===== config.mk =====
export PLATFORM = sky130hd
export DESIGN_NAME = ring_roi_ctrl
export DESIGN_NICKNAME = d
export VERILOG_FILES = /design/src/rtl/ring_roi_pkg.sv /design/src/rtl/ring_roi_wptr.sv /design/src/rtl/ring_roi_seq.sv /design/src/rtl/ring_roi_ofs.sv /design/src/rtl/ring_roi_ctrl.sv
export SDC_FILE = /design/constraint.sdc
export NUM_CORES = 1
export LEC_CHECK = 0
export BUFFER_PORTS_ARGS = -buffer_cell sky130_fd_sc_hd__buf_2
export CAP_MARGIN = 20
export CORE_ASPECT_RATIO = 1.4
export CORE_MARGIN = 2
export CORE_UTILIZATION = 40
export DETAILED_ROUTE_END_ITERATION = 6
export GPL_ROUTABILITY_DRIVEN = 0
export GPL_TIMING_DRIVEN = 1
export PLACE_DENSITY = 0.66
export SYNTH_ARGS = -nofsm -noshare
export SYNTH_HDL_FRONTEND = slang
export SYNTH_SLANG_ARGS = --single-unit

===== constraint.sdc =====
create_clock -name clk -period 3.5 [get_ports clk]
set_input_delay 0.175 -clock clk [delete_from_list [all_inputs] [get_ports clk]]
set_output_delay 0.175 -clock clk [all_outputs]
set_load 0.1 [all_outputs]

===== src/rtl/ring_roi_pkg.sv =====
package ring_roi_pkg;
   typedef enum logic [1:0] {
      RR_IDLE  = 2'd0,
      RR_WRITE = 2'd1,
      RR_DELAY = 2'd2,
      RR_READ  = 2'd3
   } rr_state_e;
endpackage


===== src/rtl/ring_roi_wptr.sv =====
module ring_roi_wptr #(
   parameter int IDXW = 13
) (
   input  logic            clk,
   input  logic            rst_n,
   input  logic            restart,
   input  logic            advance,
   input  logic [IDXW-1:0] ring_mask,
   output logic [IDXW-1:0] wr_cell,
   output logic [IDXW-1:0] clr_cell
);
   logic [IDXW-1:0] idx_q;
   logic [IDXW-1:0] idx_inc;

   assign idx_inc = (idx_q + IDXW'(1)) & ring_mask;

   always_ff @(posedge clk) begin
      if (!rst_n)       idx_q <= '0;
      else if (restart) idx_q <= '0;
      else if (advance) idx_q <= idx_inc;
   end

   assign wr_cell  = idx_q;
   assign clr_cell = idx_inc;
endmodule


===== src/rtl/ring_roi_seq.sv =====
module ring_roi_seq
   import ring_roi_pkg::*;
#(
   parameter int LOGC    = 10,
   parameter int SEG_LOG = 3,
   parameter int CHW     = 4,
   parameter int DLYW    = 8,
   parameter int MODEW   = 2,
   localparam int IDXW   = LOGC + SEG_LOG
) (
   input  logic            clk,
   input  logic            rst_n,
   input  logic            arm,
   input  logic            trig,
   input  logic            rd_tick,
   input  logic [MODEW-1:0] casc_mode,
   input  logic            par_mode,
   input  logic [CHW-1:0]  ch_sel,
   input  logic [DLYW-1:0] trig_dly,
   input  logic [IDXW:0]   roi_len,
   input  logic [IDXW-1:0] wr_cell,
   output logic            restart,
   output logic            writing,
   output logic            busy,
   output logic [IDXW-1:0] ring_mask,
   output logic [IDXW-1:0] stop_cell,
   output logic            rd_valid,
   output logic [IDXW-1:0] rd_cell,
   output logic [CHW-1:0]  rd_chan
);
   rr_state_e        st_q;
   logic [DLYW-1:0]  cnt_q, dly_q;
   logic [IDXW:0]    roi_q, pos_q;
   logic [MODEW-1:0] mode_q;
   logic             par_q;
   logic [CHW-1:0]   sel_q;
   logic [IDXW-1:0]  stop_q;
   logic [IDXW-1:0]  nxt_cell;
   logic [CHW-1:0]   nxt_chan;
   logic             stop_hit, last_pos;

   assign stop_hit = (st_q == RR_DELAY) && (cnt_q == dly_q);
   assign writing  = (st_q == RR_WRITE) || ((st_q == RR_DELAY) && !stop_hit);
   assign restart  = (st_q == RR_IDLE) && arm;
   assign busy     = (st_q == RR_DELAY) || (st_q == RR_READ);
   assign last_pos = (pos_q + 1'b1) >= roi_q;
   assign nxt_cell = (stop_q + pos_q[IDXW-1:0]) & ring_mask;
   assign stop_cell = stop_q;

   // ring length follows the captured joining mode
   assign ring_mask[LOGC-1:0] = '1;
   for (genvar b = 0; b < SEG_LOG; b++) begin : g_mask
      assign ring_mask[LOGC+b] = (b < int'(mode_q));
   end

   // channel address: joined segment bits come from the cell index
   for (genvar b = 0; b < CHW; b++) begin : g_chan
      if (b < SEG_LOG) begin : g_seg
         assign nxt_chan[b] = (b < int'(mode_q)) ? nxt_cell[LOGC+b]
                                                 : (!par_q && sel_q[b]);
      end else begin : g_hi
         assign nxt_chan[b] = !par_q && sel_q[b];
      end
   end

   always_ff @(posedge clk) begin
      if (!rst_n) begin
         st_q     <= RR_IDLE;
         cnt_q    <= '0;
         dly_q    <= '0;
         roi_q    <= '0;
         pos_q    <= '0;
         mode_q   <= '0;
         par_q    <= 1'b0;
         sel_q    <= '0;
         stop_q   <= '0;
         rd_valid <= 1'b0;
         rd_cell  <= '0;
         rd_chan  <= '0;
      end else begin
         rd_valid <= 1'b0;
         unique case (st_q)
            RR_IDLE: if (arm) begin
               mode_q <= casc_mode;
               par_q  <= par_mode;
               sel_q  <= ch_sel;
               dly_q  <= trig_dly;
               roi_q  <= roi_len;
               st_q   <= RR_WRITE;
            end
            RR_WRITE: if (trig) begin
               cnt_q <= '0;
               st_q  <= RR_DELAY;
            end
            RR_DELAY: begin
               if (stop_hit) begin
                  stop_q <= wr_cell;
                  pos_q  <= '0;
                  st_q   <= RR_READ;
               end else begin
                  cnt_q <= cnt_q + 1'b1;
               end
            end
            RR_READ: if (rd_tick) begin
               rd_valid <= 1'b1;
               rd_cell  <= nxt_cell;
               rd_chan  <= nxt_chan;
               pos_q    <= pos_q + 1'b1;
               if (last_pos) st_q <= RR_IDLE;
            end
            default: st_q <= RR_IDLE;
         endcase
      end
   end
endmodule


===== src/rtl/ring_roi_ofs.sv =====
module ring_roi_ofs #(
   parameter int SW         = 12,
   parameter bit OFS_SIGNED = 1'b1
) (
   input  logic          clk,
   input  logic          rst_n,
   input  logic          adc_valid,
   input  logic [SW-1:0] adc_data,
   input  logic [SW-1:0] adc_ofs,
   output logic          cor_valid,
   output logic [SW-1:0] cor_data
);
   localparam int EW = SW + 2;

   logic signed [EW-1:0] ofs_x, diff;
   logic [SW-1:0]        sat;

   if (OFS_SIGNED) begin : g_sofs
      assign ofs_x = {{2{adc_ofs[SW-1]}}, adc_ofs};
   end else begin : g_uofs
      assign ofs_x = {2'b00, adc_ofs};
   end

   assign diff = $signed({2'b00, adc_data}) - ofs_x;

   always_comb begin
      if (diff[EW-1])                             sat = '0;
      else if (diff > $signed({2'b00, {SW{1'b1}}})) sat = '1;
      else                                        sat = diff[SW-1:0];
   end

   always_ff @(posedge clk) begin
      if (!rst_n) begin
         cor_valid <= 1'b0;
         cor_data  <= '0;
      end else begin
         cor_valid <= adc_valid;
         if (adc_valid) cor_data <= sat;
      end
   end
endmodule


===== src/rtl/ring_roi_ctrl.sv =====
module ring_roi_ctrl #(
   parameter int CELLS      = 1024,
   parameter int NCH        = 9,
   parameter int SEG_LOG    = 3,
   parameter int DLYW       = 8,
   parameter int SW         = 12,
   parameter bit OFS_SIGNED = 1'b1,
   localparam int LOGC      = $clog2(CELLS),
   localparam int IDXW      = LOGC + SEG_LOG,
   localparam int CHW       = $clog2(NCH),
   localparam int MODEW     = $clog2(SEG_LOG + 1)
) (
   input  logic             clk,
   input  logic             rst_n,
   input  logic             arm,
   input  logic             trig,
   input  logic             samp_tick,
   input  logic             rd_tick,
   input  logic [MODEW-1:0] casc_mode,
   input  logic             par_mode,
   input  logic [CHW-1:0]   ch_sel,
   input  logic [DLYW-1:0]  trig_dly,
   input  logic [IDXW:0]    roi_len,
   input  logic             adc_valid,
   input  logic [SW-1:0]    adc_data,
   input  logic [SW-1:0]    adc_ofs,
   output logic             wr_en,
   output logic [IDXW-1:0]  wr_cell,
   output logic [IDXW-1:0]  clr_cell,
   output logic             busy,
   output logic [IDXW-1:0]  stop_cell,
   output logic             rd_valid,
   output logic [IDXW-1:0]  rd_cell,
   output logic [CHW-1:0]   rd_chan,
   output logic             cor_valid,
   output logic [SW-1:0]    cor_data
);
   if (CELLS < 2 || (CELLS & (CELLS - 1)) != 0) begin : g_bad_cells
      $error("CELLS must be a power of two of at least 2");
   end
   if (CHW < SEG_LOG) begin : g_bad_chw
      $error("channel address narrower than the joined segment count");
   end
   if (NCH < (1 << SEG_LOG)) begin : g_bad_nch
      $error("fewer channels than the deepest joined ring");
   end
   if (SW < 2) begin : g_bad_sw
      $error("sample width too small");
   end

   logic            restart, writing;
   logic [IDXW-1:0] ring_mask;

   ring_roi_seq #(
      .LOGC(LOGC), .SEG_LOG(SEG_LOG), .CHW(CHW), .DLYW(DLYW), .MODEW(MODEW)
   ) u_seq (
      .clk(clk), .rst_n(rst_n), .arm(arm), .trig(trig), .rd_tick(rd_tick),
      .casc_mode(casc_mode), .par_mode(par_mode), .ch_sel(ch_sel),
      .trig_dly(trig_dly), .roi_len(roi_len), .wr_cell(wr_cell),
      .restart(restart), .writing(writing), .busy(busy),
      .ring_mask(ring_mask), .stop_cell(stop_cell), .rd_valid(rd_valid),
      .rd_cell(rd_cell), .rd_chan(rd_chan)
   );

   ring_roi_wptr #(.IDXW(IDXW)) u_wptr (
      .clk(clk), .rst_n(rst_n), .restart(restart),
      .advance(writing && samp_tick), .ring_mask(ring_mask),
      .wr_cell(wr_cell), .clr_cell(clr_cell)
   );

   ring_roi_ofs #(.SW(SW), .OFS_SIGNED(OFS_SIGNED)) u_ofs (
      .clk(clk), .rst_n(rst_n), .adc_valid(adc_valid), .adc_data(adc_data),
      .adc_ofs(adc_ofs), .cor_valid(cor_valid), .cor_data(cor_data)
   );

   assign wr_en = writing;
endmodule


==> results of run 1 <==
where the power goes:
part           leakage, nW  switching, mW  total, mW  internal [mW]
logic                 2.58          0.858       1.21          0.352
registers            0.892         0.0777       1.43           1.35
clock network        0.147          0.532       1.04          0.509
cell type report:
type | instances | area (µm²) | area share [%]
Inverter | 42 | 157.7 | 2.118
Tap cell | 196 | 245.2 | 3.295
Timing Repair Buffer | 136 | 693.2 | 9.314
Sequential cell | 110 | 2202 | 29.59
Multi-Input combinational cell | 594 | 3850 | 51.73
Clock buffer | 9 | 225.2 | 3.026
Clock inverter | 7 | 68.82 | 0.9247
routing by layer:
metal / track usage [%] / vias to the layer above / share of wire [%]
li1: - / 2918 / -
met3: 3.807 / 20 / 5.4
met4: 7.440 / 0 / 2.4
met5: 0 / - / 0
met1: 21.44 / 2565 / 41
met2: 34.88 / 143 / 51
layout by cell type, fill, tap and decap left out, drive strengths merged, types with 3 or more instances in the layout:
cell / count
xor2: 45
o221a: 12
and3: 10
buf: 136
nand2: 116
nor4: 5
o21a: 6
o31ai: 3
o21bai: 6
clkbuf: 9
xnor2: 13
inv: 48
and2: 7
ha: 47
nand4: 14
or2: 5
o21ai: 27
nand2b: 13
a41oi: 3
nor2b: 4
nor3: 10
a211oi: 5
dfxtp: 110
and4: 4
nand3b: 10
mux2i: 17
a21o: 14
nand3: 24
or3: 4
nor2: 64
a31oi: 4
and2b: 10
a21oi: 73
worst max-delay path, stage by stage (launching register included):
cell and delay, ps:
dfxtp_1 460, ha_1 220, and3_1 200, nand3_1 190
nor3_1 300, nand3_1 130, xnor2_1 210, ha_1 280
a21o_1 160, a211oi_1 280, o311ai_0 220, a21oi_1 170
nor3_1 60
synth_stat cells, drive strengths merged, types with 5 or more instances:
library cell  count  area share (%)
nand2           116             6.9
dfxtp           110              35
a21oi            73             5.8
nor2             64             3.8
ha               47             9.3
xor2             45             6.2
inv              42             2.5
o21ai            27             2.1
nand3            24             1.9
clkbuf           22             1.3
mux2i            17             2.7
a21o             14             1.7
nand4            14             1.4
nand2b           13             1.3
xnor2            13             1.8
o221a            12             2.1
and2b            10             1.2
and3             10            0.99
nand3b           10             1.2
nor3             10            0.79
buf               8            0.93
and2              7            0.69
o21a              6            0.71
o21bai            6            0.71
a211oi            5            0.59
nor4              5            0.69
or2               5            0.49
state kept, by name, summed over array words and instances (netlist names), 2 cells and up:
signal / flops
u_seq.roi_q: 14
u_seq.rd_chan: 4
u_seq.cnt_q: 8
u_seq.stop_cell: 13
u_seq.rd_cell: 13
u_seq.pos_q: 14
u_seq.dly_q: 8
u_wptr.wr_cell: 13
u_seq.st_q: 2
u_seq.sel_q: 4
u_seq.mode_q: 2
u_ofs.cor_data: 12
path summary, 6_finish.rpt:
path / endpoint / cells past startpoint / slack, ps / start
worst min register to register: u_seq.sel_q[2] / 2 / 450 / u_seq.sel_q[2]
worst max register to register: u_seq.st_q[0] / 12 / 490 / u_seq.pos_q[0]
worst min-delay path: u_seq.dly_q[3] / 3 / 40 / trig_dly[3]
worst max-delay path: u_seq.st_q[0] / 12 / 490 / u_seq.pos_q[0]
kinds of logic (layout without fill, tap and decap cells):
kind of cell             Yosys count  count (layout)  synth area share [%]
adder cells (fa/ha/maj)           49              49                 9.895
XOR/XNOR                          58              58                 8.003
multiplexers                      17              17                 2.740
AND/OR/NAND/NOR                  302             302                 22.87
buffers and inverters             73             194                 4.849
flip-flops                       110             110                 34.69
AO/OA/AOI/OAI                    168             168                 16.95
==> results.json, run 1 <==
{
  "finalWorstSetupSlack_ps": 489.1,
  "max_cap_violations": 0,
  "synth_edf_count": 0,
  "die_area_um2": 16910,
  "cts_hold_buffers": 0,
  "fin_worst_skew_ps": 16.12,
  "postCtsSetupBuffers": 0,
  "post-dp-hpwl_um": 12320,
  "finalMaxSlewViolations": 0,
  "cts_tree": "done",
  "holdWs_ps": 39.75,
  "grt_usage_pct": 19.00,
  "pre_cts_slack_ps": 462.5,
  "status": "completed",
  "vdd_ir_drop_max_mv": 0.4563,
  "syn_area_per_cell_um2": 8.169,
  "worst_slew_pin_slew_ps": 978.1,
  "stdcell_count": 1094,
  "via_per_inst": 5.161,
  "critical_path.endpoint_type": "register",
  "yosys_warnings": 0,
  "die_h_um": 153.1,
  "io-pin-count": 132,
  "critPathLaunchType": "register",
  "ant_nets": 0,
  "grt_antenna_before_repair": 0,
  "dr.first_iter.drc_count": 316,
  "power.density_nw_per_um2": 494.5,
  "finalCritPeriodShare_pct": 86.02,
  "cp_max_fo": 7,
  "yosysSeqAreaShare_pct": 34.69,
  "drtPass1Iterations": 5,
  "cts-resized-gates": 0,
  "rsz0062_at_grt": "no",
  "crit_type": "register to register",
  "async_flop_share_pct": 0,
  "required_ps": 3720,
  "placed_cell_area_um2": 7148,
  "insertedDiodeCount": 0,
  "portBuffers": 131,
  "grt_pass1_vias": 5446,
  "grt_pass1_wl_um": 26480,
  "finish.utilization_pct": 47.89,
  "drive_above_1_share_pct": 18.60,
  "fin_nets": 1002,
  "synth-main-ff-cell": "dfxtp_1",
  "min_period_ps": 3011,
  "h-tree-depth": 3,
  "num_vias": 5646,
  "synth_nets": 886,
  "mappedNetlistArea_um2": 6347,
  "setup_violations": 0,
  "cts-root-buf": "clkbuf_16",
  "num-fill-cells": 1571,
  "grt-ovfl-total": 0,
  "start_util_pct": 40.85,
  "final-hold-violation-count": 0,
  "route.detailed.drc": 0,
  "syn_inst": 777,
  "dp.cells": 1078,
  "worstSkewPairLatency_ps": 360,
  "power_mw": 3.680,
  "design_area_um2": 7442,
  "max_freq_mhz": 332.1,
  "cts_num_sinks": 110,
  "path_clk_slew_ps": 90,
  "hp-class": "primary input to register",
  "finalWirelength_um": 16100,
  "clk_path_buf_depth": 2,
  "grt_max_degree": 54,
  "crit_arrival_ps": 3230,
  "p_leak_nw": 3.621,
  "wl_per_cell_um": 14.71,
  "tns_ps": 0,
  "synth-seq-cells": 110,
  "relSlewSlack_pct": 34.79,
  "numCtsBuffers": 9,
  "core_area_um2": 15540,
  "area_growth_pct": 17.25,
  "synth_cell_types": 62,
  "rows": 54,
  "die_w_um": 110.5
}
No activity file was read; power rests on OpenSTA's default activity.
==> inputs of run 2 (changes only) <==
--- a/config.mk
+++ b/config.mk
@@ -14,6 +14,7 @@
 export GPL_ROUTABILITY_DRIVEN = 0
 export GPL_TIMING_DRIVEN = 1
 export PLACE_DENSITY = 0.66
+export RECOVER_POWER = 50
 export SYNTH_ARGS = -nofsm -noshare
 export SYNTH_HDL_FRONTEND = slang
 export SYNTH_SLANG_ARGS = --single-unit
==> results.json, run 2 (same netlist as run 1, synthesis figures left out) <==
{
  "clk_path_buf_depth": 2,
  "max_cap_violations": 0,
  "dp.cells": 1078,
  "max_stage_delay_ps": 460,
  "core_area_um2": 15540,
  "h-tree-depth": 3,
  "critPathLaunchType": "register",
  "endpoint": "u_seq.st_q[0]",
  "worstSkewPairLatency_ps": 360,
  "finalMaxSlewViolations": 0,
  "cts-resized-gates": 0,
  "multiInputGateArea_um2": 3850,
  "via_per_inst": 5.176,
  "cts-root-buf": "clkbuf_16",
  "fin_worst_skew_ps": 12.97,
  "r2r_cells": 12,
  "min_period_ps": 3044,
  "cts_hold_buffers": 0,
  "num-fill-cells": 1591,
  "ff_latch_area_um2": 2202,
  "insertedDiodeCount": 0,
  "r2r-end": "u_seq.st_q[0]",
  "power.density_nw_per_um2": 499.9,
  "portBuffers": 131,
  "cp_top_family": "simple AND/OR/NAND/NOR gates",
  "status": "completed",
  "worst_slew_pin_slew_ps": 1278,
  "vdd_ir_drop_max_mv": 0.4563,
  "drive_above_1_share_pct": 11.58,
  "die_area_um2": 16910,
  "dr.first_iter.drc_count": 315,
  "p_leak_nw": 3.357,
  "io-pin-count": 132,
  "ant_nets": 0,
  "grt_antenna_before_repair": 0,
  "finalCritPeriodShare_pct": 86.97,
  "grt_pass1_wl_um": 26480,
  "postCtsSetupBuffers": 0,
  "area_growth_pct": 15.99,
  "die_w_um": 110.5,
  "crit_arrival_ps": 3240,
  "path_clk_slew_ps": 90,
  "grt-ovfl-total": 0,
  "grt_pass1_vias": 5446,
  "num_vias": 5663,
  "reg_top3": "u_seq.pos_q (14), u_seq.roi_q (14)",
  "crit_type": "register to register",
  "hp-class": "primary input to register",
  "critical_path.endpoint_type": "register",
  "die_h_um": 153.1,
  "numCtsBuffers": 9,
  "r2r-start": "u_seq.pos_q[0]",
  "route.detailed.drc": 0,
  "path_cells": "ha_1 > and3_1 > nand3_1 > nor3_1 > nand3_1 > xnor2_1 > ha_1 > a21o_1 > a211oi_1 > o311ai_0 > a21oi_1 > nor3_1",
  "power_mw": 3.681,
  "startpoint": "u_seq.pos_q[0]",
  "rsz0062_at_grt": "no",
  "post-dp-hpwl_um": 12320,
  "grt_usage_pct": 19.00,
  "cp_max_fo": 7,
  "cts_num_sinks": 110,
  "layout_commonest_cell": "nand2_1",
  "stdcell_count": 1094,
  "setup_violations": 0,
  "cp_num_buf_inv": 0,
  "final-hold-violation-count": 0,
  "path_depth": 12,
  "max_freq_mhz": 328.5,
  "wl_per_cell_um": 14.81,
  "finalWirelength_um": 16210,
  "rrSetupSlack_ps": 460,
  "grt_max_degree": 54,
  "required_ps": 3700,
  "relSlewSlack_pct": 15.16,
  "cts_tree": "done",
  "critPathSlowestCell": "dfxtp_1",
  "rows": 54,
  "fin_nets": 1002,
  "start_util_pct": 40.85,
  "layout_common_cells": "nand2_1, dfxtp_1, a21oi_1",
  "drtPass1Iterations": 5
}
run 2: worst reg2reg max path, stage by stage (launching register included):
cell      delay, ps
dfxtp_1         460
ha_1            230
and3_1          200
nand3_1         190
nor3_1          300
nand3_1         130
xnor2_1         210
ha_1            280
a21o_1          160
a211oi_1        280
o311ai_0        220
a21oi_1         180
nor3_1           60
run 2: through the flow:
step	worst slack, ps	util [%]	hold slack, ps	cell area [µm²]	setup TNS [ps]
after floorplan	-21.87	-	311.0	6360	-21.93
after global placement	576.4	46.00	415.3	7148	0
after detailed placement	462.5	46.00	421.0	7148	0
after CTS	467.1	47.89	37.19	7442	0
after global routing	155.9	47.38	49.47	7362	0
final	456.1	47.38	40.14	7362	0
run 2: power breakdown:
part / total (mW) / internal [mW] / switching, mW
combinational: 1.20 / 0.344 / 0.859
sequential: 1.43 / 1.35 / 0.0787
clock: 1.05 / 0.509 / 0.536
total: 3.68 / 2.21 / 1.47
run 2: final cells by class:
cell class                      instances  share of cell area [%]
Multi-Input combinational cell        594                   52.29
Sequential cell                       110                   29.91
Timing Repair Buffer                  136                   8.328
Tap cell                              196                   3.331
Clock buffer                            9                   3.059
Inverter                               42                   2.141
Clock inverter                          7                  0.9347
run 2: worst min path at each step:
stage / depth (start not counted) / startpoint / slack [ps] / end
after detailed placement: 3 / trig_dly[3] / 420 / u_seq.dly_q[3]
final: 3 / trig_dly[3] / 40 / u_seq.dly_q[3]
after CTS: 3 / trig_dly[3] / 40 / u_seq.dly_q[3]
after global routing: 3 / trig_dly[0] / 50 / u_seq.dly_q[0]
after global placement: 3 / trig_dly[1] / 420 / u_seq.dly_q[1]
after floorplan: 2 / ch_sel[2] / 310 / u_seq.sel_q[2]
run 2: per-layer routing:
metal / global-route usage (%) / up-vias / wire, µm
li1: - / 2912 / -
met1: 21.44 / 2587 / 6724
met2: 34.88 / 145 / 8308
met3: 3.807 / 19 / 810
met4: 7.440 / 0 / 364
met5: 0 / - / 0
